**src/rtl/wdt_pkg.sv**
```systemverilog
package wdt_pkg;
  localparam int CNT_W = 8;
  localparam logic [7:0] CODE_CLEAR = 8'h4E;
  localparam logic [7:0] CODE_STOP  = 8'hB1;

  typedef enum logic [1:0] {
    REG_CTRL  = 2'd0,
    REG_CODE  = 2'd1,
    REG_COUNT = 2'd2
  } reg_addr_e;

  typedef struct packed {
    logic       route_rst;
    logic [1:0] window;
    logic [1:0] period;
    logic       enable;
  } ctrl_t;

  localparam ctrl_t CTRL_RESET = '{route_rst: 1'b1, window: 2'b00,
                                   period: 2'b11, enable: 1'b1};
endpackage

```
**src/rtl/wdt_prescaler.sv**
```systemverilog
module wdt_prescaler #(
  parameter int PRESCALE_LOG2 = 10
) (
  input  logic       clk_i,
  input  logic       rst_ni,
  input  logic       tick_i,
  input  logic       run_i,
  input  logic       clr_i,
  input  logic [1:0] sel_i,
  output logic       stb_o
);
  localparam int W = PRESCALE_LOG2 + 6;

  logic [W-1:0] pre_q;
  logic [W-1:0] mask;
  logic [2:0]   rsh;

  // sel 0 keeps PRESCALE_LOG2 low bits, each step adds two
  assign rsh   = 3'd6 - {sel_i, 1'b0};
  assign mask  = {W{1'b1}} >> rsh;
  assign stb_o = tick_i && run_i && !clr_i && ((pre_q & mask) == mask);

  always_ff @(posedge clk_i or negedge rst_ni) begin
    if (!rst_ni)               pre_q <= '0;
    else if (clr_i)            pre_q <= '0;
    else if (tick_i && run_i)  pre_q <= pre_q + 1'b1;
  end


  pre_clear_chk: assert property (@(posedge clk_i) disable iff (!rst_ni)
    clr_i |=> (pre_q == '0));


  pre_idle_chk: assert property (@(posedge clk_i) disable iff (!rst_ni)
    (!clr_i && !tick_i) |=> $stable(pre_q));
endmodule

```
**src/rtl/wdt_upcounter.sv**
```systemverilog
module wdt_upcounter #(
  parameter int CNT_W = 8
) (
  input  logic             clk_i,
  input  logic             rst_ni,
  input  logic             inc_i,
  input  logic             clr_i,
  output logic [CNT_W-1:0] cnt_o,
  output logic             ovf_o
);
  logic [CNT_W-1:0] cnt_q;

  assign ovf_o = inc_i && !clr_i && (cnt_q == {CNT_W{1'b1}});
  assign cnt_o = cnt_q;

  always_ff @(posedge clk_i or negedge rst_ni) begin
    if (!rst_ni)     cnt_q <= '0;
    else if (clr_i)  cnt_q <= '0;
    else if (inc_i)  cnt_q <= cnt_q + 1'b1;
  end


  wrap_zero_chk: assert property (@(posedge clk_i) disable iff (!rst_ni)
    ovf_o |=> (cnt_q == '0));


  hold_chk: assert property (@(posedge clk_i) disable iff (!rst_ni)
    (!inc_i && !clr_i) |=> $stable(cnt_q));
endmodule

```
**src/rtl/wdt_ctrl_regs.sv**
```systemverilog
module wdt_ctrl_regs
  import wdt_pkg::*;
(
  input  logic       clk_i,
  input  logic       rst_ni,
  input  logic       wr_en_i,
  input  logic [1:0] addr_i,
  input  logic [7:0] wdata_i,
  input  logic [1:0] cnt_top_i,
  output ctrl_t      ctrl_o,
  output logic       active_o,
  output logic       cnt_clr_o,
  output logic       early_o
);
  ctrl_t ctrl_q;
  logic  active_q;
  logic  wr_ctrl, wr_code, code_clear, code_stop, stop_hit, win_closed;

  assign wr_ctrl    = wr_en_i && (addr_i == REG_CTRL);
  assign wr_code    = wr_en_i && (addr_i == REG_CODE);
  assign code_clear = wr_code && (wdata_i == CODE_CLEAR);
  assign code_stop  = wr_code && (wdata_i == CODE_STOP);
  assign stop_hit   = code_stop && !ctrl_q.enable;

  always_comb begin
    unique case (ctrl_q.window)
      2'b00:   win_closed = 1'b0;
      2'b01:   win_closed = (cnt_top_i == 2'b00);
      2'b10:   win_closed = !cnt_top_i[1];
      default: win_closed = (cnt_top_i != 2'b11);
    endcase
  end

  assign early_o   = code_clear && active_q && win_closed;
  assign cnt_clr_o = (code_clear && !early_o) || stop_hit;

  always_ff @(posedge clk_i or negedge rst_ni) begin
    if (!rst_ni) begin
      ctrl_q <= CTRL_RESET;
    end else if (wr_ctrl) begin
      ctrl_q.enable <= wdata_i[0];
      if (!ctrl_q.enable) begin
        ctrl_q.period    <= wdata_i[2:1];
        ctrl_q.window    <= wdata_i[4:3];
        ctrl_q.route_rst <= wdata_i[5];
      end
    end
  end

  always_ff @(posedge clk_i or negedge rst_ni) begin
    if (!rst_ni)                      active_q <= 1'b1;
    else if (wr_ctrl && wdata_i[0])   active_q <= 1'b1;
    else if (stop_hit)                active_q <= 1'b0;
  end

  assign ctrl_o   = ctrl_q;
  assign active_o = active_q;


  cfg_lock_chk: assert property (@(posedge clk_i) disable iff (!rst_ni)
    (ctrl_q.enable && wr_ctrl) |=> ($stable(ctrl_q.period) &&
                                    $stable(ctrl_q.window) &&
                                    $stable(ctrl_q.route_rst)));


  stop_ignored_chk: assert property (@(posedge clk_i) disable iff (!rst_ni)
    (code_stop && ctrl_q.enable) |=> (active_q == $past(active_q)));


  start_chk: assert property (@(posedge clk_i) disable iff (!rst_ni)
    (wr_ctrl && wdata_i[0]) |=> active_q);
endmodule

```
**src/rtl/wdt_window_ctrl.sv**
```systemverilog
module wdt_window_ctrl
  import wdt_pkg::*;
#(
  parameter int PRESCALE_LOG2 = 10
) (
  input  logic       clk_i,
  input  logic       rst_ni,
  input  logic       tick_i,
  input  logic       wr_en_i,
  input  logic [1:0] addr_i,
  input  logic [7:0] wdata_i,
  output logic [7:0] rdata_o,
  output logic       irq_o,
  output logic       rst_req_o
);
  ctrl_t            ctrl;
  logic             active, cnt_clr, early, stb, ovf;
  logic [CNT_W-1:0] cnt;
  logic             irq_q, rst_q;

  wdt_ctrl_regs u_regs (
    .clk_i    (clk_i),
    .rst_ni   (rst_ni),
    .wr_en_i  (wr_en_i),
    .addr_i   (addr_i),
    .wdata_i  (wdata_i),
    .cnt_top_i(cnt[CNT_W-1 -: 2]),
    .ctrl_o   (ctrl),
    .active_o (active),
    .cnt_clr_o(cnt_clr),
    .early_o  (early)
  );

  wdt_prescaler #(.PRESCALE_LOG2(PRESCALE_LOG2)) u_pre (
    .clk_i (clk_i),
    .rst_ni(rst_ni),
    .tick_i(tick_i),
    .run_i (active),
    .clr_i (cnt_clr),
    .sel_i (ctrl.period),
    .stb_o (stb)
  );

  wdt_upcounter #(.CNT_W(CNT_W)) u_cnt (
    .clk_i (clk_i),
    .rst_ni(rst_ni),
    .inc_i (stb),
    .clr_i (cnt_clr),
    .cnt_o (cnt),
    .ovf_o (ovf)
  );

  always_ff @(posedge clk_i or negedge rst_ni) begin
    if (!rst_ni) begin
      irq_q <= 1'b0;
      rst_q <= 1'b0;
    end else begin
      irq_q <= early || (ovf && !ctrl.route_rst);
      rst_q <= ovf && ctrl.route_rst;
    end
  end

  always_comb begin
    case (addr_i)
      REG_CTRL:  rdata_o = {2'b10, ctrl};
      REG_COUNT: rdata_o = cnt;
      default:   rdata_o = 8'h00;
    endcase
  end

  assign irq_o     = irq_q;
  assign rst_req_o = rst_q;


  rst_pulse_chk: assert property (@(posedge clk_i) disable iff (!rst_ni)
    rst_req_o |=> !rst_req_o);


  stopped_hold_chk: assert property (@(posedge clk_i) disable iff (!rst_ni)
    (!active && !cnt_clr) |=> $stable(cnt));


  route_excl_chk: assert property (@(posedge clk_i) disable iff (!rst_ni)
    (rst_req_o && !$past(early)) |-> !irq_o);
endmodule

```
**config.mk**
```make
export PLATFORM = sky130hd
export DESIGN_NAME = wdt_window_ctrl
export DESIGN_NICKNAME = d
export VERILOG_FILES = /design/src/rtl/wdt_pkg.sv /design/src/rtl/wdt_prescaler.sv /design/src/rtl/wdt_upcounter.sv /design/src/rtl/wdt_ctrl_regs.sv /design/src/rtl/wdt_window_ctrl.sv
export SDC_FILE = /design/constraint.sdc
export NUM_CORES = 1
export LEC_CHECK = 0
export ABC_AREA = 1
export BUFFER_PORTS_ARGS = -buffer_cell sky130_fd_sc_hd__buf_2
export CELL_PAD_IN_SITES_DETAIL_PLACEMENT = 0
export CELL_PAD_IN_SITES_GLOBAL_PLACEMENT = 1
export CORE_ASPECT_RATIO = 1.4
export CORE_MARGIN = 4
export CORE_UTILIZATION = 42
export DETAILED_ROUTE_END_ITERATION = 16
export PLACE_DENSITY = 0.8
export SLEW_MARGIN = 40
export SYNTH_ARGS = -nofsm -noshare
export SYNTH_HDL_FRONTEND = slang
export SYNTH_SLANG_ARGS = --single-unit
```
**constraint.sdc**
```tcl
create_clock -name clk_i -period 1.5 [get_ports clk_i]
set_input_delay 0.15 -clock clk_i [delete_from_list [all_inputs] [get_ports clk_i]]
set_output_delay 0.15 -clock clk_i [all_outputs]
set_load 0.01 [all_outputs]
```
==> impl_metrics.yaml, run 1 <==
yosys:
  synth_cell_types: 26
  synthXorXnorAreaFrac_pct: 3.94
  synth_area_mm2: 0.00200
  yosys.area_share.simple_pct: 33.6
  syn_inst: 270
  synth_top_area_share_pct: 35.0
  synth_nets: 286
  synth_compound_area_share_pct: 10.3
  syn_avg_cell_area_um2: 7.41
  ys_ff_latch: 33
  synth_area_leaders: "dfrtp_1, nand2_1, inv_1, dfstp_2, nor2_1"
  synth_fa_ha_area_share_pct: 1.25
  synth_top_family_by_area: "simple AND/OR/NAND/NOR gates"
  synthMostInstantiatedCell: "nand2_1"
  synth_common_cells: "nand2_1, inv_1, nor2_1, dfrtp_1"
  synth_top_cell_by_area: "dfrtp_1"
  yosys_warnings: 0
  synth.area.mux_share_pct: 0
  synth_top_flop_cell: "dfrtp_1"
  yosysSeqAreaShare_pct: 41.6
  synth_edf_count: 0
  async_reset_ff_share_pct: 100
routing:
  drc: 0
  first_pass_iters: 4
  drtAntennaViolNets: 0
  via_count: 1872
  routed_wl_um: 4960
  wl_per_cell_um: 12.7
  vias_per_cell: 4.81
  drtIter0Drc: 61
timing:
  drv_slew: 0
  fin_crit_sh_pct: 97.2
  hold_violations: 0
  rsz0062_at_grt: "yes"
  setup_tns_ns: 0
  min_period_ns: 1.46
  skew_ns: 0.00468
  setup_viol: 0
  max_freq_mhz: 686
  tightestPinTransition_ns: 0.408
  slew_headroom_pct: 72.8
placed_design:
  placed_cell_area_mm2: 0.00236
  gp_congestion: 0.823
  hpwlAfterDp_um: 3880
  io_buffers: 23
  place_inst: 376
worst_hold_path:
  hold_path.class: "primary input to register"
  hold_end: "u_regs.ctrl_o[1]"
  worstHoldStart: "wdata_i[1]"
  hold_depth: 3
global_routing:
  grt_max_degree: 19
  globalRouteOverflowTotal: 0
  grt_pass1_vias: 1955
  grt_pass1_wl_um: 8730
  gr-usage-all-layers_pct: 19.3
  antenna_found_initial: 0
pwr:
  peakVddDrop_mv: 0.717
  clock_power_share_pct: 25.8
  total_leakage_power_nw: 1.36
  switching_share_pct: 33.9
  switchingPower_mw: 0.855
  p_int_mw: 1.67
  power_density_mw_per_mm2: 996
  power_frac_seq_pct: 46.0
  p_comb_share_pct: 28.2
cts:
  clockRootBuffer: "clkbuf_8"
  htreeDepth: 2
  worstSkewPairLatency_ns: 0.29
  clk_pin_slew_ns: 0.07
  cts_buffer_depth: 2
  cts_buffers: 5
  cts.sinks: 33
  tritoncts: "built"
worst_setup_path:
  reg2reg_depth: 12
  crit_path_start: "u_pre.pre_q[0]"
  reg2reg_from: "u_pre.pre_q[0]"
  path_class: "register to register"
  arrival_ns: 1.68
  cp.required_ns: 1.72
  end_kind: "register"
  startpoint_type: "register"
  critical_path.max_fanout: 3
  reg2reg_slack_ns: 0.04
  reg2reg_to: "u_pre.pre_q[12]"
layout:
  drive_gt1_share_pct: 26.9
  num-nets-final: 342
  area_growth_pct: 26.6
  stdcell_count: 389
  num_antenna_cells: 0
  finish.instance_area_mm2: 0.00253
run_status:
  run_status: "complete, no violations"
job:
  maxCapViolCount: 0
die:
  fp-row-count: 29
  die_x_um: 66.4
  dieHeight_um: 89.7
  die-area_mm2: 0.00595
  ioPinCount: 24
  core_mm2: 0.00457
  initial_utilization_pct: 43.8
repair_timing:
item,in CTS,in global routing
hold buffers,1,0
endpoints found under the setup margin,2,23
hold endpoints to repair,14,0
pin swaps,5,6
resized for setup,2,15
setup buffers,1,2
gates cloned,1,0
critical path, stage by stage (launching register included):
cell,delay (ns)
dfrtp_1,0.35
ha_1,0.16
buf_4,0.11
inv_1,0.04
nor2_2,0.09
inv_1,0.06
nor2_2,0.13
nand2_2,0.08
nor2_2,0.12
nand2_1,0.08
nand2_1,0.06
nand2_1,0.04
nor2_1,0.07
kinds of logic after synthesis:
| kind of cell | count (synthesis) |
|---|---|
| XOR/XNOR | 9 |
| adder cells (fa/ha/maj) | 2 |
| AO/OA/AOI/OAI | 36 |
| flip-flops | 33 |
| AND/OR/NAND/NOR | 142 |
| buffers and inverters | 48 |
final cells by class:
| cell class | instances | area, µm² |
|---|---|---|
| fillers | 475 | 2040 |
| multi-input cells | 190 | 1030 |
| flip-flops and latches | 33 | 832 |
| repair buffers | 50 | 333 |
| inverters | 46 | 178 |
| well taps | 62 | 77.6 |
| clock buffers | 6 | 72.6 |
| clock inverters | 2 | 10.0 |
metal layers:
metal / routed length, µm / track usage (%) / up-vias
met5: 0 / 0 / -
met3: 172 / 3.99 / 7
met1: 2120 / 23.0 / 866
li1: - / - / 974
met4: 64 / 5.55 / 0
met2: 2600 / 34.9 / 25
power by group through the flow:
stage	combinational (mW)	sequential [mW]	clock [mW]
after floorplan	0.384	1.17	0
after global placement	0.675	1.17	0
after detailed placement	0.679	1.18	0
after CTS	0.691	1.16	0.672
after global routing	0.809	1.18	0.720
final	0.712	1.16	0.651
how the worst max path moves through the flow:
stage	to	slack (ns)
after floorplan	u_pre.pre_q[13]	0.11
after CTS	u_cnt.cnt_o[5]	-0.01
final	u_pre.pre_q[12]	0.04
after global routing	u_pre.pre_q[12]	-0.12
after detailed placement	u_pre.pre_q[12]	0.003
after global placement	irq_o	-0.0003
flip-flops by register name, indices dropped and copies added (netlist names):
register	flops
u_pre.pre_q	16
u_cnt.cnt_o	8
u_regs.ctrl_o	6
irq_o	1
rst_req_o	1
u_regs.active_o	1
layout by cell type (no fill, tap or decap), types with 5 or more instances in the layout:
| cell type | count |
|---|---|
| o211ai_1 | 8 |
| nor2_1 | 29 |
| nand3_2 | 5 |
| clkbuf_8 | 5 |
| o21ai_0 | 13 |
| nor3_1 | 6 |
| nand2_1 | 60 |
| buf_4 | 25 |
| nand3_1 | 15 |
| nand4_1 | 6 |
| nor2_2 | 5 |
| a21oi_1 | 7 |
| nand2_2 | 7 |
| dfrtp_1 | 28 |
| dfstp_2 | 5 |
| xor2_1 | 9 |
| inv_1 | 45 |
| buf_2 | 23 |
per-stage QoR:
| step | power, mW | hold slack (ns) | util [%] | worst slack (ns) |
|---|---|---|---|---|
| 2_1_floorplan | 1.56 | -0.146 | - | 0.113 |
| 3_3_place_gp | 1.84 | 0.109 | 51.7 | -0.000277 |
| 3_5_place_dp | 1.85 | 0.100 | 51.7 | 0.00288 |
| 4_1_cts | 2.52 | 0.128 | 54.2 | -0.0109 |
| 5_1_grt | 2.71 | 0.148 | 55.4 | -0.121 |
| 6_report | 2.52 | 0.131 | 55.4 | 0.0427 |
(Power assumes the default switching activity.)
==> inputs of run 2 (changes only) <==
--- a/config.mk
+++ b/config.mk
@@ -13,7 +13,8 @@
 export CORE_MARGIN = 4
 export CORE_UTILIZATION = 42
 export DETAILED_ROUTE_END_ITERATION = 16
-export PLACE_DENSITY = 0.8
+export GPL_TIMING_DRIVEN = 0
+export PLACE_DENSITY = 0.87
 export SLEW_MARGIN = 40
 export SYNTH_ARGS = -nofsm -noshare
 export SYNTH_HDL_FRONTEND = slang
==> run 2 against run 1 <==
  * Count of clock-buffer cells in the layout decreased by 1
  * Die area unchanged
  * Largest power group unchanged
  * Register-to-register slack got worse by 0.06 ns
  * The flow now finishes with violations (setup timing)
==> impl_metrics.yaml, run 2 (same netlist as run 1, synthesis figures left out) <==
timing:
  slew_headroom_pct: 66.2
  fin_crit_sh_pct: 101
  rsz0062_at_grt: "yes"
  hold_violations: 0
  drv_slew: 0
  min_period_ns: 1.51
  tightestPinTransition_ns: 0.508
  setup_slack_ns: -0.0126
  setup_viol: 6
  max_freq_mhz: 661
  skew_ns: 0.00753
routing:
  drtIter0Drc: 98
  first_pass_iters: 6
  drc: 0
  drtAntennaViolNets: 0
  vias_per_cell: 4.90
  via_count: 1836
  routed_wl_um: 5040
  wl_per_cell_um: 13.4
worst_hold_path:
  hold_end: "u_regs.ctrl_o[5]"
  worstHoldStart: "wdata_i[5]"
  hold_path.class: "primary input to register"
  hold_depth: 3
placed_design:
  io_buffers: 23
  place_inst: 355
  hpwlAfterDp_um: 3440
  gp_congestion: 0.817
  pre_cts_slack_ns: -0.209
run_status:
  run_status: "finished, violations left"
  violations: "setup timing"
global_routing:
  antenna_found_initial: 0
  grt_pass1_vias: 1854
  gr-usage-all-layers_pct: 18.6
  grt_max_degree: 34
  grt_pass1_wl_um: 8350
  globalRouteOverflowTotal: 0
layout:
  layout_common_cells: "nand2_1, inv_1, nor2_1, dfrtp_1, buf_2"
  drive_gt1_share_pct: 29.1
  mostFrequentLayoutCell: "nand2_1"
  num-nets-final: 328
  stdcell_count: 375
  largest_register_ffs: 16
  num_antenna_cells: 0
  regMostFlops: "u_pre.pre_q"
  area_growth_pct: 28.6
job:
  maxCapViolCount: 0
cts:
  cts_buffer_depth: 2
  tritoncts: "built"
  cts_buffers: 5
  cts.sinks: 33
  htreeDepth: 2
  clk_pin_slew_ns: 0.08
  clockRootBuffer: "clkbuf_8"
  worstSkewPairLatency_ns: 0.30
pwr:
  total_leakage_power_nw: 1.31
  peakVddDrop_mv: 0.748
  power_density_mw_per_mm2: 1020
  p_total_mw: 2.62
die:
  dieHeight_um: 89.7
  initial_utilization_pct: 43.8
  core_mm2: 0.00457
  ioPinCount: 24
  fp-row-count: 29
  die-area_mm2: 0.00595
  die_x_um: 66.4
worst_setup_path:
  cp_slowest_stage_delay_ns: 0.40
  path_class: "register to register"
  cp_cell_sequence: "ha_4 > nand3_4 > nor3_4 > nand3_4 > o211ai_1 > nand2_1"
  reg2reg_from: "u_pre.pre_q[0]"
  reg2reg_to: "u_cnt.cnt_o[6]"
  cp.required_ns: 1.68
  critical_path.max_fanout: 7
  crit_path_start: "u_pre.pre_q[0]"
  reg2reg_slack_ns: -0.01
  end_kind: "register"
  cpMostUsedCell: "nand3_4"
  slowest_stage: "dfrtp_1"
  reg2reg_depth: 6
  startpoint_type: "register"
  arrival_ns: 1.69
run 2: report_power, final:
group	total [mW]	internal (mW)	switching (mW)
clock	0.683	0.320	0.363
sequential	1.23	1.05	0.172
combinational	0.712	0.282	0.430
total	2.62	1.66	0.965
run 2: critical path, delay by kind of cell (launching register included):
kind            cells  cell delay (ns)
simple gates        4             0.61
flops               1             0.40
compound gates      1             0.20
fa+ha+maj           1             0.18
run 2: worst max-delay path by stage:
stage | end
floorplan | u_pre.pre_q[13]
global placement | u_cnt.cnt_o[6]
detailed placement | u_cnt.cnt_o[6]
CTS | u_cnt.cnt_o[6]
global route | u_pre.pre_q[14]
finish | u_cnt.cnt_o[6]
run 2: final cells by class:
class | instances | area (µm²)
clock buffer | 5 | 68.8
timing repair buffer | 34 | 228
inverter | 46 | 183
fill | 457 | 2000
clock inverter | 3 | 17.5
buffer | 2 | 18.8
tap | 62 | 77.6
multi-input combinational | 190 | 1150
sequential | 33 | 833
run 2: metrics by stage:
| stage | hold WS [ns] | instance area [µm²] | TNS, ns | util (%) |
|---|---|---|---|---|
| after floorplan | -0.146 | 2000 | 0 | - |
| after global placement | 0.267 | 2190 | -1.40 | 48.0 |
| after detailed placement | 0.268 | 2190 | -1.76 | 48.0 |
| after CTS | 0.111 | 2390 | -0.0327 | 52.3 |
| after global routing | 0.116 | 2570 | -1.43 | 56.3 |
| final | 0.106 | 2570 | -0.0407 | 56.3 |
run 2: per-layer routing:
metal | vias to the layer above | track usage (%) | share of wire, %
met5 | - | 0 | 0
met1 | 836 | 21.7 | 44
met3 | 13 | 3.86 | 3.1
met2 | 37 | 32.5 | 50
met4 | 0 | 8.69 | 3.1
li1 | 950 | - | -
run 2: what timing repair did:
action / in CTS / in global routing
endpoints found under the setup margin: 19 / 21
gates resized for setup: 20 / 29
gates cloned: 1 / 1
endpoints found under the hold margin: 28 / 0
setup buffers: 2 / 7
pin swaps: 4 / 18
hold buffers: 1 / 0
==> inputs of run 3 (changes only) <==
--- a/config.mk
+++ b/config.mk
@@ -11,10 +11,10 @@
 export CELL_PAD_IN_SITES_GLOBAL_PLACEMENT = 1
 export CORE_ASPECT_RATIO = 1.4
 export CORE_MARGIN = 4
-export CORE_UTILIZATION = 42
+export CORE_UTILIZATION = 35
 export DETAILED_ROUTE_END_ITERATION = 16
 export GPL_TIMING_DRIVEN = 0
-export PLACE_DENSITY = 0.87
+export PLACE_DENSITY = 0.76
 export SLEW_MARGIN = 40
 export SYNTH_ARGS = -nofsm -noshare
 export SYNTH_HDL_FRONTEND = slang
==> run 3 against run 2 <==
  * Cell area rose by 0.68%
  * Clock power rose by 29%
  * Die area is 18% higher
  * Non-clock buffer count down 1
  * The flow still finishes with violations (setup timing)
  * Critical endpoint is now irq_o
  * Routed wire length fell by 3.4%
  * Largest power group unchanged
  * Combinational power shrank 7.2%
  * Power rose by 5.4%
  * Maximum frequency is 0.66% lower
  * Final cell count up 1.3%
  * Clock skew shrank 0.00063 ns
  * Via count is 1.3% lower
  * Count of clock-buffer cells in the layout is 2 higher
==> impl_metrics.yaml, run 3 (same netlist as run 1, synthesis figures left out) <==
run_status:
  run_status: "finished, violations left"
  violations: "setup timing"
global_routing:
  gr-usage-all-layers_pct: 14.4
  grt_max_degree: 34
  antenna_found_initial: 0
  globalRouteOverflowTotal: 0
  grt_pass1_wl_um: 8040
  grt_pass1_vias: 1731
cts:
  cts_buffers: 5
  cts_buffer_depth: 2
  cts.sinks: 33
  worstSkewPairLatency_ns: 0.28
  htreeDepth: 2
  clk_pin_slew_ns: 0.07
  clockRootBuffer: "clkbuf_8"
  tritoncts: "built"
routing:
  drc: 0
  first_pass_iters: 4
  routed_wl_um: 4860
  wl_per_cell_um: 12.8
  vias_per_cell: 4.77
  drtAntennaViolNets: 0
  via_count: 1813
  drtIter0Drc: 48
placed_design:
  gp_congestion: 0.844
  io_buffers: 23
  placed_cell_area_mm2: 0.00220
  hpwlAfterDp_um: 3540
  place_inst: 361
worst_setup_path:
  cp.required_ns: 1.72
  crit_path_start: "u_regs.active_o"
  reg2reg_depth: 8
  critical_path.max_fanout: 5
  path_class: "register to register"
  reg2reg_to: "irq_o"
  end_kind: "register"
  reg2reg_from: "u_regs.active_o"
  reg2reg_slack_ns: -0.02
  arrival_ns: 1.74
  startpoint_type: "register"
layout:
  layout_common_cells: "nand2_1, inv_1, nor2_1, dfrtp_1, buf_2"
  largest_register_ffs: 16
  regMostFlops: "u_pre.pre_q"
  num-nets-final: 327
  num_antenna_cells: 0
  stdcell_count: 380
  area_growth_pct: 29.4
  mostFrequentLayoutCell: "nand2_1"
  finish.instance_area_mm2: 0.00259
  drive_gt1_share_pct: 28.8
timing:
  skew_ns: 0.00689
  setup_viol: 2
  drv_slew: 0
  setup_slack_ns: -0.0227
  rsz0062_at_grt: "yes"
  min_period_ns: 1.52
  hold_violations: 0
  tightestPinTransition_ns: 0.450
  max_freq_mhz: 657
  fin_crit_sh_pct: 102
  slew_headroom_pct: 70.0
pwr:
  p_comb_share_pct: 23.9
  p_int_mw: 1.86
  clock_power_share_pct: 31.9
  total_leakage_power_nw: 1.32
  peakVddDrop_mv: 0.760
  switchingPower_mw: 0.902
  switching_share_pct: 32.7
  power_density_mw_per_mm2: 1070
  power_frac_seq_pct: 44.1
die:
  die-area_mm2: 0.00701
  ioPinCount: 24
  core_mm2: 0.00553
  dieHeight_um: 97.5
  fp-row-count: 32
  initial_utilization_pct: 36.2
  die_x_um: 71.9
worst_hold_path:
  hold_end: "u_regs.active_o"
  hold_path.class: "primary input to register"
  worstHoldStart: "wdata_i[0]"
  hold_depth: 3
job:
  maxCapViolCount: 0
run 3: worst max-delay path, stage by stage, from the launching register on:
cell and delay, ns:
dfstp_2 0.55, inv_2 0.05, a21oi_2 0.12, nand2_2 0.10
nand3_4 0.13, nand3_4 0.13, nor2_4 0.21, nand3_2 0.11
nand2_2 0.06
run 3: power groups by stage:
stage | Sequential [mW] | Clock [mW] | Combinational [mW]
floorplan | 1.17 | 0 | 0.384
global placement | 1.21 | 0 | 0.506
detailed placement | 1.21 | 0 | 0.514
CTS | 1.19 | 0.914 | 0.580
global route | 1.24 | 0.942 | 0.762
finish | 1.22 | 0.882 | 0.661
run 3: metrics by stage:
step	hold WS [ns]	total power [mW]	utilization (%)	setup slack, ns	setup TNS [ns]
2_1_floorplan	-0.146	1.56	-	0.113	0
3_3_place_gp	0.276	1.72	39.9	-0.196	-1.56
3_5_place_dp	0.268	1.73	39.9	-0.232	-1.87
4_1_cts	0.113	2.69	43.2	-0.0249	-0.146
5_1_grt	0.150	2.95	46.9	-0.147	-1.26
6_report	0.122	2.76	46.9	-0.0227	-0.0237
run 3: routing by layer:
| metal | share of wire (%) | global-route usage [%] |
|---|---|---|
| met1 | 43 | 18.0 |
| met2 | 53 | 24.5 |
| met3 | 2.9 | 2.38 |
| met4 | 1.4 | 5.07 |
| met5 | 0 | 0 |
run 3: worst max-delay path by stage:
stage          slack [ns]         endpoint
4_1_cts             -0.02            irq_o
3_5_place_dp        -0.23   u_cnt.cnt_o[6]
3_3_place_gp        -0.20   u_cnt.cnt_o[6]
6_report            -0.02            irq_o
2_1_floorplan        0.11  u_pre.pre_q[13]
5_1_grt             -0.15            irq_o
run 3: final cells by class:
type	instances	area, µm²
plain buffers	2	18.8
clock buffers	7	86.3
clock inverters	1	30.0
fillers	582	2930
inverters	46	180
multi-input cells	190	1140
flip-flops and latches	33	833
well taps	68	85.1
repair buffers	33	216
run 3: timing repair:
item | in CTS | in global routing
setup buffers | 2 | 6
hold endpoints to repair | 28 | 0
pin swaps | 3 | 15
hold buffers | 1 | 0
setup endpoints to repair | 19 | 22
gates cloned | 1 | 1
resized for setup | 11 | 36
